$ cat src/rtl/amp_sup_pkg.sv
package amp_sup_pkg;

   // Over-current latch states
   typedef enum logic [1:0] {
      OC_CLEAR = 2'd0,   // no trip, bridges may run
      OC_TRIP  = 2'd1,   // trip latched, fault raised
      OC_ARMED = 2'd2    // mute rose after trip, waiting for mute fall
   } oc_state_e;

   // Index of each pin inside the synchroniser bundle
   localparam int PIN_MUTE  = 0;
   localparam int PIN_SLEEP = 1;
   localparam int PIN_OVL   = 2;
   localparam int PIN_COUNT = 3;

endpackage

$ cat src/rtl/amp_sup_sync.sv
module amp_sup_sync #(
   parameter int               WIDTH   = 1,
   parameter int               STAGES  = 2,
   parameter logic [WIDTH-1:0] RST_VAL = '0
) (
   input  logic             clk,
   input  logic             rst_n,
   input  logic [WIDTH-1:0] d,
   output logic [WIDTH-1:0] q
);

   if (STAGES < 1) begin : g_bad_stages
      $error("amp_sup_sync: STAGES must be at least 1");
   end

   if (STAGES == 1) begin : g_single
      logic [WIDTH-1:0] stage_q;
      always_ff @(posedge clk or negedge rst_n) begin
         if (!rst_n) stage_q <= RST_VAL;
         else        stage_q <= d;
      end
      assign q = stage_q;
   end else begin : g_chain
      logic [STAGES-1:0][WIDTH-1:0] chain_q;
      always_ff @(posedge clk or negedge rst_n) begin
         if (!rst_n) chain_q <= {STAGES{RST_VAL}};
         else        chain_q <= {chain_q[STAGES-2:0], d};
      end
      assign q = chain_q[STAGES-1];
   end

endmodule

$ cat src/rtl/amp_sup_thermal.sv
module amp_sup_thermal #(
   parameter int TEMP_W   = 8,
   parameter int TEMP_SET = 155,
   parameter int TEMP_CLR = 110,
   parameter bit HYST_EN  = 1'b1
) (
   input  logic              clk,
   input  logic              rst_n,
   input  logic [TEMP_W-1:0] temp_code,
   output logic              ot_q
);

   localparam logic [TEMP_W-1:0] SET_CODE = TEMP_W'(TEMP_SET);
   localparam logic [TEMP_W-1:0] CLR_CODE = TEMP_W'(TEMP_CLR);

   if (HYST_EN) begin : g_hyst
      if (TEMP_CLR > TEMP_SET) begin : g_bad_band
         $error("amp_sup_thermal: TEMP_CLR above TEMP_SET");
      end
      always_ff @(posedge clk or negedge rst_n) begin
         if (!rst_n)                     ot_q <= 1'b0;
         else if (temp_code > SET_CODE)  ot_q <= 1'b1;
         else if (temp_code < CLR_CODE)  ot_q <= 1'b0;
      end
   end else begin : g_plain
      always_ff @(posedge clk or negedge rst_n) begin
         if (!rst_n) ot_q <= 1'b0;
         else        ot_q <= (temp_code > SET_CODE);
      end
   end

endmodule

$ cat src/rtl/amp_sup_ocp.sv
module amp_sup_ocp
   import amp_sup_pkg::*;
#(
   parameter int NUM_OUT = 4
) (
   input  logic               clk,
   input  logic               rst_n,
   input  logic [NUM_OUT-1:0] oc_flag,
   input  logic               mute_s,
   input  logic               hold,
   output oc_state_e          state_q,
   output logic               trip_o,
   output logic               run_ok_o
);

   logic      mute_d;
   logic      mute_rise;
   logic      mute_fall;
   logic      any_oc;
   oc_state_e state_d;

   // Previous mute sample, reset as muted so release shows no false edge
   always_ff @(posedge clk or negedge rst_n) begin
      if (!rst_n) mute_d <= 1'b1;
      else        mute_d <= mute_s;
   end

   assign mute_rise = mute_s & ~mute_d;
   assign mute_fall = ~mute_s & mute_d;
   assign any_oc    = |oc_flag;

   always_comb begin
      state_d = state_q;
      if (!hold) begin
         if (any_oc) begin
            state_d = OC_TRIP;
         end else begin
            unique case (state_q)
               OC_TRIP:  if (mute_rise) state_d = OC_ARMED;
               OC_ARMED: if (mute_fall) state_d = OC_CLEAR;
               default:  state_d = OC_CLEAR;
            endcase
         end
      end
   end

   always_ff @(posedge clk or negedge rst_n) begin
      if (!rst_n) state_q <= OC_CLEAR;
      else        state_q <= state_d;
   end

   assign trip_o   = (state_q == OC_TRIP);
   assign run_ok_o = (state_q == OC_CLEAR);

endmodule

$ cat src/rtl/amp_fault_supervisor.sv
module amp_fault_supervisor
   import amp_sup_pkg::*;
#(
   parameter int TEMP_W      = 8,
   parameter int TEMP_SET    = 155,
   parameter int TEMP_CLR    = 110,
   parameter bit HYST_EN     = 1'b1,
   parameter int NUM_OUT     = 4,
   parameter int SYNC_STAGES = 2
) (
   input  logic               clk,
   input  logic               rst_n,
   input  logic [TEMP_W-1:0]  temp_code,
   input  logic [NUM_OUT-1:0] oc_flag,
   input  logic               uv_main,
   input  logic               uv_pump,
   input  logic               uv_reg5,
   input  logic               mute_pin,
   input  logic               sleep_pin,
   input  logic               ovl_in,
   output logic               fault_o,
   output logic               ovl_n_o,
   output logic               bridge_en_o,
   output logic               hiz_o,
   output logic               lowpwr_o
);

   localparam int                 TEMP_MAX = (1 << TEMP_W) - 1;
   localparam logic [PIN_COUNT-1:0] PIN_RST = PIN_COUNT'(1 << PIN_MUTE);

   if (TEMP_SET >= TEMP_MAX) begin : g_bad_set
      $error("amp_fault_supervisor: TEMP_SET does not fit below the code range top");
   end
   if (NUM_OUT < 1) begin : g_bad_outs
      $error("amp_fault_supervisor: NUM_OUT must be at least 1");
   end
   if (SYNC_STAGES < 2) begin : g_bad_sync
      $error("amp_fault_supervisor: SYNC_STAGES must be at least 2");
   end

   logic [PIN_COUNT-1:0] pin_raw;
   logic [PIN_COUNT-1:0] pin_s;
   logic                 mute_s;
   logic                 sleep_s;
   logic                 ovl_s;
   logic                 ot_q;
   logic                 uv_q;
   oc_state_e            oc_state;
   logic                 oc_trip;
   logic                 oc_run_ok;

   // Pin synchroniser, mute resets high so the block starts muted
   always_comb begin
      pin_raw            = '0;
      pin_raw[PIN_MUTE]  = mute_pin;
      pin_raw[PIN_SLEEP] = sleep_pin;
      pin_raw[PIN_OVL]   = ovl_in;
   end

   amp_sup_sync #(
      .WIDTH   (PIN_COUNT),
      .STAGES  (SYNC_STAGES),
      .RST_VAL (PIN_RST)
   ) u_pin_sync (
      .clk   (clk),
      .rst_n (rst_n),
      .d     (pin_raw),
      .q     (pin_s)
   );

   assign mute_s  = pin_s[PIN_MUTE];
   assign sleep_s = pin_s[PIN_SLEEP];
   assign ovl_s   = pin_s[PIN_OVL];

   amp_sup_thermal #(
      .TEMP_W   (TEMP_W),
      .TEMP_SET (TEMP_SET),
      .TEMP_CLR (TEMP_CLR),
      .HYST_EN  (HYST_EN)
   ) u_thermal (
      .clk       (clk),
      .rst_n     (rst_n),
      .temp_code (temp_code),
      .ot_q      (ot_q)
   );

   amp_sup_ocp #(
      .NUM_OUT (NUM_OUT)
   ) u_ocp (
      .clk      (clk),
      .rst_n    (rst_n),
      .oc_flag  (oc_flag),
      .mute_s   (mute_s),
      .hold     (sleep_s),
      .state_q  (oc_state),
      .trip_o   (oc_trip),
      .run_ok_o (oc_run_ok)
   );

   // Supply monitors, registered so every fault source has one cycle of latency
   always_ff @(posedge clk or negedge rst_n) begin
      if (!rst_n) uv_q <= 1'b0;
      else        uv_q <= uv_main | uv_pump | uv_reg5;
   end

   // Output decisions, all driven from flops, no path from mute_pin to fault_o
   assign fault_o     = ot_q | uv_q | oc_trip;
   assign hiz_o       = fault_o | sleep_s;
   assign lowpwr_o    = sleep_s;
   assign bridge_en_o = ~fault_o & ~sleep_s & ~mute_s & oc_run_ok;
   assign ovl_n_o     = ~ovl_s;

endmodule

$ cat config.mk
export PLATFORM = sky130hd
export DESIGN_NAME = amp_fault_supervisor
export DESIGN_NICKNAME = d
export VERILOG_FILES = /design/src/rtl/amp_sup_pkg.sv /design/src/rtl/amp_sup_sync.sv /design/src/rtl/amp_sup_thermal.sv /design/src/rtl/amp_sup_ocp.sv /design/src/rtl/amp_fault_supervisor.sv
export SDC_FILE = /design/constraint.sdc
export NUM_CORES = 1
export LEC_CHECK = 0
export CAP_MARGIN = 0
export CORE_AREA = 2 2 39 41
export DETAILED_ROUTE_END_ITERATION = 10
export DIE_AREA = 0 0 41 43
export GPL_TIMING_DRIVEN = 0
export PLACE_DENSITY = 0.71
export SKIP_CTS_REPAIR_TIMING = 1
export SYNTH_ARGS = -nofsm -noshare
export SYNTH_HDL_FRONTEND = slang
export SYNTH_SLANG_ARGS = --single-unit
export TNS_END_PERCENT = 30
$ cat constraint.sdc
create_clock -name clk -period 1.3 [get_ports clk]
set_input_delay 0.13 -clock clk [delete_from_list [all_inputs] [get_ports clk]]
set_output_delay 0.13 -clock clk [all_outputs]
set_load 0.02 [all_outputs]
==> results.toml <==
[outcome]
status = "complete, but fails checks"
violations = "setup timing"

[floorplan]
core_area_sq_mm = 0.00138
core.rowCount = 14
die_area_sq_mm = 0.00176
num_io_pins = 25
die_h_microns = 43
start_util_pct = 30.9
fp.dieW_microns = 41

[drt]
dr_total_vias = 351
wl_microns = 775
via_per_inst = 4.56
drt_iter0_markers = 3
wl_per_cell_microns = 10.1
route.detailed.drc = 0
first_pass_iters = 4
route.antenna.remaining_nets = 0

[power]
p_sw_share_pct = 21.1
p_int_uw = 548
max-vdd-ir-drop_v = 0.000579
pwr-share-seq_pct = 54.4
p_leak_uw = 0.000303
p_per_area_mw_per_mm2 = 951
combPwrFrac_pct = 14.3
power.switching_uw = 147
pwr-share-clk_pct = 31.4

[timing]
timing.final.ws_setup_ns = -0.0706
rsz0062_at_grt = "yes"
maxSlewViolCount = 0
skew_ns = 0.00244
slew_headroom_pct = 70.1
fmax_ghz = 0.730
finalCriticalPeriod_ns = 1.37
timing.final.crit_share_pct = 105
whs_ns = 0.183
hold_violations = 0
final.setup.tns_ns = -0.0706
setup_viol = 1
max_slew.worst_pin.slew_ns = 0.448

[synth]
ys_seq_area_share_pct = 65.2
yosysUniqueCellTypes = 19
synth.avg_cell_area_sq_um = 12.6
syn_area_sq_um = 428
netlist_instances = 34
ys_ff_latch = 11
ys_warn_count = 0
synth_nets = 54

[grt]
grt_pass1_vias = 357
grt_antenna_before_repair = 0
grt_first_pass_wirelength_microns = 1350
overflow = 0
grt_use_total_pct = 11.5
grt_max_degree = 12

[final_layout]
final_cell_mix = "clkdlybuf4s50_1 (18), dfrtp_1 (7), inv_1 (3), clkbuf_4 (3), dfstp_2 (3)"
final_common_cell = "clkdlybuf4s50_1"
fin_util_pct = 52.8
final-instance-count-excl-fill = 77
area_delta_synth_final_pct = 70.8
antenna_cells = 0
layout.nets = 82
stdcell_area_sq_um = 731
drive_gt1_share_pct = 21.3

[setup_path]
crit_path_start = "uv_q"
timing.rr.start = "u_ocp.state_q[1]"
critical_path_class = "flip-flop to output port"
reg2reg_depth = 3
timing.rr.end = "u_ocp.state_q[1]"
cp-end-kind = "output port"
reg2reg_slack_ns = 0.20
cp.required_ns = 1.17
start_kind = "flip-flop"
worstPathMaxFanout = 2
crit_arrival_ns = 1.24
crit_path_end = "bridge_en_o"

[clocking]
cts_buffers = 3
cts_max_level = 1
cts_buffer_depth = 2
clkSinkCount = 11
clkTransAtPathRegs_ns = 0.06
cts_tree = "built"
clockRootBuffer = "clkbuf_4"
clock_latency_ns = 0.26

[placement]
dp.cells = 73
place_congestion = 0.600
port_buffers = 23
dpl.hpwl_microns = 644
place_area_sq_um = 693

[flow_run]
cap_violations = 0

[hold_path]
hold_path_class = "input port to asynchronous set/reset pin"
stage by stage:
stage	worst slack, ns	power, uW
after CTS	-0.641	711
after global placement	-0.348	481
final	-0.0706	695
after global routing	-0.173	735
after detailed placement	-0.348	484
after floorplan	0.0824	406
worst min-delay path by stage:
stage | endpoint | startpoint | slack (ns)
finish | u_pin_sync.g_chain.chain_q[1] | rst_n | 0.18
global route | u_pin_sync.g_chain.chain_q[1] | rst_n | 0.22
CTS | u_pin_sync.g_chain.chain_q[1] | rst_n | 0.19
detailed placement | u_pin_sync.q[1] | u_pin_sync.g_chain.chain_q[1] | 0.34
global placement | u_pin_sync.q[1] | u_pin_sync.g_chain.chain_q[1] | 0.33
floorplan | u_ocp.state_q[0] | rst_n | -0.17
worst max-delay path, cell delays in order (launching register included):
cell and delay (ns):
dfrtp_1 0.40, nor3_2 0.21, nor4b_4 0.21, buf_4 0.17
cell type report:
cell class	count	area (sq um)
clock buffer	4	26.3
fill	123	653
inverter	3	11.3
multi-input combinational	20	158
sequential	11	280
tap	16	20.0
timing repair buffer	23	235
kinds of logic after synthesis:
kind of cell / synth area share (%)
and+or+nand+nor: 19.6
DFF: 65.2
AOI/OAI and AO/OA: 12.6
buffers and inverters: 2.63
flip-flops by register name, indices dropped and copies added, names as in the netlist:
name and flops:
u_pin_sync.q 3, u_ocp.state_q 2, u_pin_sync.g_chain.chain_q 3, u_ocp.mute_d 1
u_thermal.ot_q 1, uv_q 1
metal layers:
layer	global-route usage (%)	up-vias	routed length [microns]
li1	-	176	-
met1	13.8	163	290
met2	17.8	12	443
met3	1.57	0	41
met4	8.00	0	0
met5	0	-	0
power groups by stage:
stage / combinational, uW / sequential [uW] / clock [uW]
3_5_place_dp: 101 / 383 / 0
4_1_cts: 101 / 377 / 233
3_3_place_gp: 98.5 / 382 / 0
6_report: 99.1 / 378 / 218
5_1_grt: 109 / 380 / 246
2_1_floorplan: 23.6 / 382 / 0
cell usage after synthesis (all sizes together):
master / instances / area, sq um
a31oi: 2 / 12.5
nand2b: 2 / 12.5
nor2: 1 / 3.75
o41ai: 1 / 8.76
dfstp: 3 / 78.8
a21oi: 1 / 5.00
o211ai: 1 / 7.51
o2bb2ai: 1 / 8.76
inv: 3 / 11.3
o22ai: 1 / 6.26
o21ai: 1 / 5.00
nor3: 2 / 10.0
nand2: 2 / 7.51
nor4b: 1 / 8.76
dfrtp: 8 / 200
nor4: 1 / 21.3
or2b: 1 / 7.51
and3: 1 / 6.26
or3: 1 / 6.26
(Power assumes the default switching activity.)
